`src/rtl/irq_dist_pkg.sv`:
```
package irq_dist_pkg;

    // Width of the per-processor arbitration rank; ranks stay distinct, so
    // at most 2**ARB_RANK_W processors can be served.
    localparam int ARB_RANK_W = 4;

    typedef enum logic {
        DELIV_STATIC  = 1'b0,
        DELIV_DYNAMIC = 1'b1
    } deliv_mode_e;

endpackage

```
`src/rtl/irq_tpr_bank.sv`:
```
// Per-processor task priority storage with a single write port.
module irq_tpr_bank #(
    parameter int NUM_CPU = 16,
    parameter int PRIO_W  = 4,
    parameter int IDX_W   = $clog2(NUM_CPU)
) (
    input  logic                            clk,
    input  logic                            rst_n,
    input  logic                            we_i,
    input  logic [IDX_W-1:0]                idx_i,
    input  logic [PRIO_W-1:0]               data_i,
    output logic [NUM_CPU-1:0][PRIO_W-1:0]  tpr_o
);

    typedef struct packed {
        logic [NUM_CPU-1:0][PRIO_W-1:0] tpr;
    } bank_t;

    bank_t st_d, st_q;

    always_comb begin
        st_d = st_q;
        if (we_i) begin
            for (int i = 0; i < NUM_CPU; i++) begin
                if (idx_i == IDX_W'(i)) begin
                    st_d.tpr[i] = data_i;
                end
            end
        end
    end

    always_ff @(posedge clk or negedge rst_n) begin
        if (!rst_n) begin
            st_q <= '0;
        end else begin
            st_q <= st_d;
        end
    end

    assign tpr_o = st_q.tpr;

endmodule

```
`src/rtl/irq_lowprio_pick.sv`:
```
// Comparison tree: among eligible processors pick the lowest task priority,
// breaking ties by the highest arbitration rank. Key = {~tpr, rank}; the
// largest key wins. Ranks are distinct, so keys of eligible leaves never tie.
module irq_lowprio_pick #(
    parameter int NUM_CPU = 16,
    parameter int PRIO_W  = 4,
    parameter int ARB_W   = 4,
    parameter int IDX_W   = $clog2(NUM_CPU)
) (
    input  logic [NUM_CPU-1:0]              elig_i,
    input  logic [NUM_CPU-1:0][PRIO_W-1:0]  tpr_i,
    input  logic [NUM_CPU-1:0][ARB_W-1:0]   arb_i,
    output logic                            any_o,
    output logic [IDX_W-1:0]                win_idx_o,
    output logic [NUM_CPU-1:0]              win_oh_o
);

    localparam int LVL    = $clog2(NUM_CPU);
    localparam int LEAVES = 1 << LVL;
    localparam int KEY_W  = PRIO_W + ARB_W;

    for (genvar l = 0; l <= LVL; l++) begin : g_lvl
        localparam int W = LEAVES >> l;
        logic [W-1:0]            vld;
        logic [W-1:0][KEY_W-1:0] key;
        logic [W-1:0][IDX_W-1:0] idx;

        if (l == 0) begin : g_leaf
            for (genvar i = 0; i < W; i++) begin : g_in
                if (i < NUM_CPU) begin : g_real
                    assign vld[i] = elig_i[i];
                    assign key[i] = {~tpr_i[i], arb_i[i]};
                    assign idx[i] = IDX_W'(i);
                end else begin : g_pad
                    assign vld[i] = 1'b0;
                    assign key[i] = '0;
                    assign idx[i] = '0;
                end
            end
        end else begin : g_node
            for (genvar i = 0; i < W; i++) begin : g_cmp
                logic take_l;
                assign take_l = g_lvl[l-1].vld[2*i] &&
                                (!g_lvl[l-1].vld[2*i+1] ||
                                 (g_lvl[l-1].key[2*i] >= g_lvl[l-1].key[2*i+1]));
                assign vld[i] = g_lvl[l-1].vld[2*i] | g_lvl[l-1].vld[2*i+1];
                assign key[i] = take_l ? g_lvl[l-1].key[2*i] : g_lvl[l-1].key[2*i+1];
                assign idx[i] = take_l ? g_lvl[l-1].idx[2*i] : g_lvl[l-1].idx[2*i+1];
            end
        end
    end

    assign any_o     = g_lvl[LVL].vld[0];
    assign win_idx_o = g_lvl[LVL].idx[0];

    always_comb begin
        for (int i = 0; i < NUM_CPU; i++) begin
            win_oh_o[i] = any_o && (win_idx_o == IDX_W'(i));
        end
    end

endmodule

```
`src/rtl/irq_arb_rotor.sv`:
```
// Self-updating arbitration ranks. On an update the winner drops to 0,
// all others rise by one, and a rank at the ceiling wraps to
// (winner's old rank + 1), which is the single value left free.
module irq_arb_rotor #(
    parameter int NUM_CPU = 16,
    parameter int ARB_W   = 4,
    parameter int IDX_W   = $clog2(NUM_CPU)
) (
    input  logic                           clk,
    input  logic                           rst_n,
    input  logic                           upd_i,
    input  logic [IDX_W-1:0]               win_idx_i,
    output logic [NUM_CPU-1:0][ARB_W-1:0]  arb_o
);

    localparam logic [ARB_W-1:0] ARB_MAX = {ARB_W{1'b1}};
    localparam logic [ARB_W-1:0] ARB_ONE = ARB_W'(1);

    typedef struct packed {
        logic [NUM_CPU-1:0][ARB_W-1:0] arb;
    } rotor_t;

    function automatic rotor_t reset_ranks();
        rotor_t r;
        for (int i = 0; i < NUM_CPU; i++) begin
            r.arb[i] = ARB_W'(i);
        end
        return r;
    endfunction

    localparam rotor_t RST_VAL = reset_ranks();

    rotor_t           st_d, st_q;
    logic [ARB_W-1:0] win_old;

    always_comb begin
        st_d    = st_q;
        win_old = '0;
        for (int i = 0; i < NUM_CPU; i++) begin
            if (win_idx_i == IDX_W'(i)) begin
                win_old = st_q.arb[i];
            end
        end
        if (upd_i) begin
            for (int i = 0; i < NUM_CPU; i++) begin
                if (win_idx_i == IDX_W'(i)) begin
                    st_d.arb[i] = '0;
                end else if (st_q.arb[i] == ARB_MAX) begin
                    st_d.arb[i] = win_old + ARB_ONE;
                end else begin
                    st_d.arb[i] = st_q.arb[i] + ARB_ONE;
                end
            end
        end
    end

    always_ff @(posedge clk or negedge rst_n) begin
        if (!rst_n) begin
            st_q <= RST_VAL;
        end else begin
            st_q <= st_d;
        end
    end

    assign arb_o = st_q.arb;

endmodule

```
`src/rtl/irq_dist_arbiter.sv`:
```
// Top: static or lowest-priority delivery of one interrupt request.
module irq_dist_arbiter #(
    parameter int NUM_CPU = 16,
    parameter int PRIO_W  = 4,
    parameter int IDX_W   = $clog2(NUM_CPU)
) (
    input  logic               clk,
    input  logic               rst_n,
    input  logic               req_i,
    input  logic               mode_i,
    input  logic [NUM_CPU-1:0] dest_mask_i,
    input  logic               tpr_we_i,
    input  logic [IDX_W-1:0]   tpr_idx_i,
    input  logic [PRIO_W-1:0]  tpr_data_i,
    output logic [NUM_CPU-1:0] deliver_o,
    output logic               valid_o
);

    import irq_dist_pkg::*;

    localparam int ARB_W = ARB_RANK_W;

    typedef struct packed {
        logic [NUM_CPU-1:0] deliver;
        logic               valid;
    } out_t;

    logic [NUM_CPU-1:0][PRIO_W-1:0] tpr;
    logic [NUM_CPU-1:0][ARB_W-1:0]  arb_prio;
    logic                           pick_any;
    logic [IDX_W-1:0]               pick_idx;
    logic [NUM_CPU-1:0]             pick_oh;
    logic                           rot_upd;
    deliv_mode_e                    mode;
    out_t                           out_d, out_q;

    assign mode = deliv_mode_e'(mode_i);

    irq_tpr_bank #(
        .NUM_CPU (NUM_CPU),
        .PRIO_W  (PRIO_W),
        .IDX_W   (IDX_W)
    ) u_tpr (
        .clk    (clk),
        .rst_n  (rst_n),
        .we_i   (tpr_we_i),
        .idx_i  (tpr_idx_i),
        .data_i (tpr_data_i),
        .tpr_o  (tpr)
    );

    irq_lowprio_pick #(
        .NUM_CPU (NUM_CPU),
        .PRIO_W  (PRIO_W),
        .ARB_W   (ARB_W),
        .IDX_W   (IDX_W)
    ) u_pick (
        .elig_i    (dest_mask_i),
        .tpr_i     (tpr),
        .arb_i     (arb_prio),
        .any_o     (pick_any),
        .win_idx_o (pick_idx),
        .win_oh_o  (pick_oh)
    );

    irq_arb_rotor #(
        .NUM_CPU (NUM_CPU),
        .ARB_W   (ARB_W),
        .IDX_W   (IDX_W)
    ) u_rotor (
        .clk       (clk),
        .rst_n     (rst_n),
        .upd_i     (rot_upd),
        .win_idx_i (pick_idx),
        .arb_o     (arb_prio)
    );

    // Ranks move only when a dynamic request actually found a target.
    assign rot_upd = req_i && (mode == DELIV_DYNAMIC) && pick_any;

    always_comb begin
        out_d = '0;
        if (req_i) begin
            if (mode == DELIV_STATIC) begin
                out_d.deliver = dest_mask_i;
                out_d.valid   = |dest_mask_i;
            end else begin
                out_d.deliver = pick_oh;
                out_d.valid   = pick_any;
            end
        end
    end

    always_ff @(posedge clk or negedge rst_n) begin
        if (!rst_n) begin
            out_q <= '0;
        end else begin
            out_q <= out_d;
        end
    end

    assign deliver_o = out_q.deliver;
    assign valid_o   = out_q.valid;

endmodule

```
`config.mk`:
```
export PLATFORM = sky130hd
export DESIGN_NAME = irq_dist_arbiter
export DESIGN_NICKNAME = d
export VERILOG_FILES = /design/src/rtl/irq_dist_pkg.sv /design/src/rtl/irq_tpr_bank.sv /design/src/rtl/irq_lowprio_pick.sv /design/src/rtl/irq_arb_rotor.sv /design/src/rtl/irq_dist_arbiter.sv
export SDC_FILE = /design/constraint.sdc
export NUM_CORES = 1
export LEC_CHECK = 0
export ABC_AREA = 1
export ABC_CLOCK_PERIOD_IN_PS = 10600
export BUFFER_PORTS_ARGS = -buffer_cell sky130_fd_sc_hd__buf_4
export CAP_MARGIN = 20
export CORE_MARGIN = 2
export CORE_UTILIZATION = 52
export CTS_CLUSTER_SIZE = 28
export DETAILED_ROUTE_END_ITERATION = 12
export HOLD_SLACK_MARGIN = 0.1
export PLACE_DENSITY = 0.79
export SLEW_MARGIN = 20
export SYNTH_ARGS = -nofsm -noshare
export SYNTH_HDL_FRONTEND = slang
export SYNTH_SLANG_ARGS = --single-unit
```
`constraint.sdc`:
```
create_clock -name clk -period 10.6 [get_ports clk]
set_input_delay 0.53 -clock clk [delete_from_list [all_inputs] [get_ports clk]]
set_output_delay 0.53 -clock clk [all_outputs]
set_load 0.005 [all_outputs]
```
After elaboration in Yosys (flattened, before gate mapping):

Cells that the tools add are included.

* bits in registers: 145
* logic and storage cells: 304
* bits of input ports: 29

* equal/unequal tests: 46
* bitwise operators: 31
* reductions and logical operators: 82
* order comparisons: 15
* add/subtract/negate cells: 17
* mux-type cells: 79

Operators with widths (count)
* 4-bit 2-to-1 mux: 55
* 4-bit == test (second input constant): 32
* 8-bit >= comparator: 15
* 8-bit 2-to-1 mux: 14
* 4-bit by 1-bit adder with 4-bit output (second input constant): 17
* 4-bit NOT: 16
* 17-bit 2-to-1 mux: 2
* 1-bit logical AND: 33
* 4-bit by 3-bit == test with 1-bit output (second input constant): 8
* 2-bit AND reduction: 16
* 4-bit by 2-bit == test with 1-bit output (second input constant): 4
* 16-bit OR reduction: 1
* 1-bit zero test: 15
* 1-bit logical OR: 15
* 1-bit OR: 15
* 4-bit by 1-bit == test with 1-bit output (second input constant): 2
* 4-bit zero test: 2
* 1-bit 2-to-1 mux: 8

Logic depth before layout (Yosys ltp):

* word-level depth: 37
* gate-level depth with buffers: 72

By module:

A second synthesis with hierarchy kept.

* cell total of the unflattened synthesis: 1822
* area total of the unflattened synthesis: 12430.7 sq um

By module, submodules not included
* irq_arb_rotor: cells an instance 668, times used 1, area an instance 4549.4 sq um, seq. area each 1641.6 sq um
* irq_lowprio_pick: cells an instance 769, times used 1, area an instance 4501.8 sq um, seq. area each 0.0 sq um
* irq_tpr_bank: cells an instance 327, times used 1, area an instance 2677.6 sq um, seq. area each 1601.5 sq um
* irq_dist_arbiter: cells an instance 58, times used 1, area an instance 701.9 sq um, seq. area each 425.4 sq um

Worst setup path after synthesis:

OpenSTA, ideal clock, no wires.

* path type: reg2reg
* start point: reg u_rotor.st_q (netlist bit u_rotor.arb_o[13])
* end point: reg u_rotor.st_q (netlist bit u_rotor.arb_o[25])
* arrival: 7823 ps
* path buffers: 5
* setup slack: 2699 ps
* cell stages (with the launch flop): 56
* data required time: 10522 ps
* cell sequence: dfstp_2 inv_1 ha_1 a21oi_1 o21ai_0 nand2_1 o2111ai_1 o21ai_1 clkbuf_1 o21ai_0 ha_1 nand2_1 o21ai_0 nand2_1 nand4_1 o21ai_0 inv_1 clkbuf_1 [... 20 more ...] inv_2 nand3_4 inv_1 nand2_1 nor2_2 nand2_1 nand4_1 nand2_1 nand4_1 nor2_1 nand4_1 nor2_2 nor2_4 buf_2 ha_1 clkbuf_1 mux2i_1 o22ai_1

* word-level cells in the longest chain between the ends: 36
* elaborated cells on any way between the ends: 54
* those cells by class: add/sub: 1; order compare: 4; eq/ne: 15; mux: 25; reduce/logical: 9

RTL lines
* start: declaration: line irq_arb_rotor.sv:33 `rotor_t st_d, st_q;`
* start signal: assignment: line irq_arb_rotor.sv:61 `st_q <= st_d;`
* 8-bit >= comparator: line irq_lowprio_pick.sv:45 `(g_lvl[l-1].key[2*i] >= g_lvl[l-1].key[2*i+1]));`
* 1-bit logical OR: line irq_lowprio_pick.sv:44 `(!g_lvl[l-1].vld[2*i+1] ||`
* 1-bit logical AND: line irq_lowprio_pick.sv:43 `assign take_l = g_lvl[l-1].vld[2*i] &&`
* 8-bit 2-to-1 mux: line irq_lowprio_pick.sv:47 `assign key[i] = take_l ? g_lvl[l-1].key[2*i] : g_lvl[l-1].key[2*i+1];`
* 8-bit >= comparator: line irq_lowprio_pick.sv:45
* 1-bit logical OR: line irq_lowprio_pick.sv:44
* 1-bit logical AND: line irq_lowprio_pick.sv:43
* 8-bit 2-to-1 mux: line irq_lowprio_pick.sv:47
* [... 5 more ...]
* 1-bit logical OR: line irq_lowprio_pick.sv:44
* 1-bit logical AND: line irq_lowprio_pick.sv:43
* 4-bit 2-to-1 mux: line irq_lowprio_pick.sv:48 `assign idx[i] = take_l ? g_lvl[l-1].idx[2*i] : g_lvl[l-1].idx[2*i+1];`
* 4-bit zero test: line irq_arb_rotor.sv:40 `if (win_idx_i == IDX_W'(i)) begin`
* 4-bit 2-to-1 mux (16 in series): line irq_arb_rotor.sv:40
* 4-bit by 1-bit adder with 4-bit output: line irq_arb_rotor.sv:49 `st_d.arb[i] = win_old + ARB_ONE;`
* 4-bit 2-to-1 mux: line irq_arb_rotor.sv:48 `end else if (st_q.arb[i] == ARB_MAX) begin`
* 4-bit 2-to-1 mux *: line irq_arb_rotor.sv:46 `if (win_idx_i == IDX_W'(i)) begin`

Mark *: on every way between the ends. The rest lies on a longest branch, timed or not.
A chain may end at the register's enable or synchronous reset.

Worst setup path after layout:

* start point: reg u_rotor.st_q (netlist bit u_rotor.arb_o[13])
* end point: reg u_rotor.st_q (netlist bit u_rotor.arb_o[5])

The elaborated chain is that of the path after synthesis.

==> results.txt <==
The share of Yosys cell area claimed by the top area cell type is between 20% and 30%. Counting along the longest clock path gives a buffer depth of 2. The critical path endpoint category is a flop. The number of placed I/O pins is 46. The via count of the first global-routing pass is 10960. Headroom to the max-slew limit came out at about 34%. The worst setup path is of the flop to flop kind. At the pin with the least slew margin, the transition time is approximately 0.98 ns. The pin count of the biggest net entering global routing came out at between 70 and 80.

The repair_antennas step left the layout with diodes totalling 0. After the last flow step, the layout net total stands at roughly 1900. Among all stages on the critical path, the largest delay is contributed by sky130_fd_sc_hd__o21ai_1.

The count of different cell masters after synthesis is slightly above 40. The area enclosed by the die boundary is about 24000 um^2. The fraction of final layout cells sized beyond drive strength 1 came out at roughly a tenth. The post-DP HPWL came out at approximately 25 mm. The total count of hold-check failures in the final report is 0.

In this run the clock root is driven by a sky130_fd_sc_hd__clkbuf_16. The CTS tree is built. The most area-hungry cell type in the Yosys netlist is sky130_fd_sc_hd__dfrtp_1. On the worst path, the slowest cell contributes a delay of 0.79 ns. After clock tree synthesis, the flow added hold-fix buffers numbering 0.

The smallest clock period supported by the final layout is computed as between 9 and 10 ns. For this configuration, the core starts out at a cell density of 52.5%. Among all flip-flop cells after synthesis, the most frequent one is sky130_fd_sc_hd__dfrtp_1. The H-tree generated during clock tree synthesis spans 4 levels. The number of enable-type register cells in the synthesized netlist is 0. STA classifies the critical path startpoint as a flop.

The placeable core region is between 20000 and 25000 um^2. The commonest cells after synthesis are sky130_fd_sc_hd__nand2_1 (472), sky130_fd_sc_hd__inv_1 (217), sky130_fd_sc_hd__o21ai_0 (216). The final clock period utilization by the worst path came out at 90.4%. The number of clock buffers added by TritonCTS is 17. The number of buffer cells added on primary ports is 45. The source-to-sink clock delay at the later pin of the worst-skew pair came out at 0.44 ns.

The count of vias placed by the detailed router is ~11000. The post-synth net total is around 1800. The first detailed-routing pass ran for 8 iterations. The clock slew at the register clock pins of the worst setup and hold paths is 0.06 ns.

The setup violation total in the final timing report is 0. The number of antenna violations at the first check in global routing is 1. From bottom edge to top edge, the die measures approximately 150 um. The overflow left after global routing came out at 0. The remaining number of nets flagged by the antenna check after routing came out at 0.

After synthesis, the mean cell area works out to 7.10 um^2. The share of async-settable or async-resettable flops after synthesis came out at 100%. Yosys printed 0 warnings. The wire length of the first global-routing pass is 54.3 mm. The die is 155 um wide. The synthesis-to-finish area growth is 9.99%.

The tool flagged a number of max-cap violations equal to 0. The detail-routed net length per standard cell came out at between 15 and 20 um. Setup repair after global routing left no endpoint under its margin. The post-detailed-route via-to-cell ratio came out at between 5 and 6. Yosys attributes the largest share of cell area to sky130_fd_sc_hd__dfrtp_1 (24%), sky130_fd_sc_hd__nand2_1 (15%), sky130_fd_sc_hd__ha_1 (14%), sky130_fd_sc_hd__o21ai_0 (9.2%), sky130_fd_sc_hd__dfstp_2 (7.1%). The number of pins exceeding their max-slew limit in the final report came to 0. The routed wire length came out at around 33 mm. The synthesized netlist cell count is 1659. The number of filler cells placed in the layout came out at between 2000 and 2500. After detailed routing, the number of remaining DRC violations is 0.

The count of cells resized by post-cts repair came out at 0. Counting every sink on the clock net gives approximately 150. Buffers added to address setup during post-CTS repair amount to 0. The floorplan row count came out at 55. The timing-limited maximum frequency came out at around 100 MHz.

Across every metal layer, demand over resource in global routing totals between 20 and 30%. The critical path's most frequent cell is sky130_fd_sc_hd__nand4_1. The share of the Yosys chip area taken by registers is between 30% and 40%.

The total negative slack is 0 ns. The DRC marker count from the first detailed-route iteration is between 1000 and 1500. For the worst setup path, the data arrival time is a little under 10 ns.

The cell area that synthesis handed to floorplanning was approximately 12000 um^2. The required time of the worst setup path came out at roughly 11 ns. The top fanout value on the critical path came out at 18. The number of flip-flops and latches in the synthesized netlist came out at roughly 150. Among all cell types in the netlist, the one instantiated most often is sky130_fd_sc_hd__nand2_1. The flow ran to the end, and the final reports show no timing, DRC or antenna violations.

The tightest min-delay check is of the input port to async pin type. The clock tree skew after final layout came out at 0.00760 ns. The final RePlAce weighted congestion came out at 0.992.
layer usage:
metal	GRT usage, %	up-vias	wire length (um)
li1	-	5599	-
met1	36.7	5376	14000
met2	47.1	406	15400
met3	4.96	89	2430
met4	11.1	2	1150
met5	0	-	7
logic make-up after synthesis:
group	Yosys count	synth area share [%]
multiplexers	16	1.36
AO/OA/AOI/OAI	395	18.6
XOR/XNOR	3	0.223
adder cells (fa/ha/maj)	136	14.4
flip-flops	145	31.1
buffers and inverters	261	8.55
AND/OR/NAND/NOR	703	25.7
final cells by class:
class | count | area, um^2 | share of cell area, %
clock buffer | 18 | 429 | 3.31
multi-input combinational | 1253 | 7120 | 54.9
clock inverter | 14 | 165 | 1.27
sequential | 145 | 3670 | 28.3
timing repair buffer | 49 | 372 | 2.87
inverter | 227 | 852 | 6.57
tap | 285 | 357 | 2.75
cell usage in the layout, fill, tap and decap left out, types with 5 or more instances in the layout:
cell	instances
sky130_fd_sc_hd__o21bai_1	6
sky130_fd_sc_hd__nand3_2	15
sky130_fd_sc_hd__nor2_1	101
sky130_fd_sc_hd__clkbuf_16	17
sky130_fd_sc_hd__nand3_1	34
sky130_fd_sc_hd__clkinv_2	5
sky130_fd_sc_hd__ha_1	136
sky130_fd_sc_hd__o21bai_2	9
sky130_fd_sc_hd__buf_4	48
sky130_fd_sc_hd__nor2_2	8
sky130_fd_sc_hd__o21ai_1	5
sky130_fd_sc_hd__dfstp_2	32
sky130_fd_sc_hd__inv_2	10
sky130_fd_sc_hd__o2111ai_1	11
sky130_fd_sc_hd__nand2_1	471
sky130_fd_sc_hd__a21oi_1	89
sky130_fd_sc_hd__mux2i_1	16
sky130_fd_sc_hd__nand2_2	10
sky130_fd_sc_hd__o211ai_1	6
sky130_fd_sc_hd__dfrtp_1	113
sky130_fd_sc_hd__nand4_1	36
sky130_fd_sc_hd__inv_1	217
sky130_fd_sc_hd__o21ai_0	216
sky130_fd_sc_hd__o22ai_1	33
sky130_fd_sc_hd__nor3_1	16
sky130_fd_sc_hd__o21a_1	9
sky130_fd_sc_hd__nand2_4	6
critical path, delay by kind of cell (launching register included):
family / cells / cell delay, ns
adders and majority gates: 5 / 1.97
buffers and inverters: 6 / 1.04
muxes: 1 / 0.27
AOI/OAI and AO/OA: 12 / 2.61
and+or+nand+nor: 26 / 3.00
DFF: 1 / 0.55
per-stage QoR:
stage,area (um^2),std cells,utilization (%),setup slack (ns),hold WS [ns]
detailed placement,12400,1959,55.1,0.787,0.473
CTS,13000,1991,57.7,0.714,0.121
finish,13000,1991,57.8,1.01,0.0841
floorplan,11800,1659,-,2.70,0.234
global route,13000,1991,57.8,0.00344,0.137
global placement,12400,1959,55.1,1.00,0.467
final timing paths:
check                                  start                end  slack, ns  cells after the start
max reg2reg                u_rotor.arb_o[13]   u_rotor.arb_o[5]       1.01                     50
min reg2reg                  u_tpr.tpr_o[32]    u_tpr.tpr_o[32]       0.48                      2
min                                    rst_n     u_tpr.tpr_o[8]       0.08                      1
min in group clk               tpr_data_i[0]    u_tpr.tpr_o[52]       0.32                      3
max                        u_rotor.arb_o[13]   u_rotor.arb_o[5]       1.01                     50
max in group asynchronous              rst_n  u_rotor.arb_o[31]       9.08                      2
sequential cells by signal, indices dropped and copies added (netlist names):
| signal | flops |
|---|---|
| valid_o | 1 |
| u_rotor.arb_o | 64 |
| deliver_o | 16 |
| u_tpr.tpr_o | 64 |
Power is not shown: default switching activity piles up to over one toggle a cycle in this logic, so the estimate is an artifact.
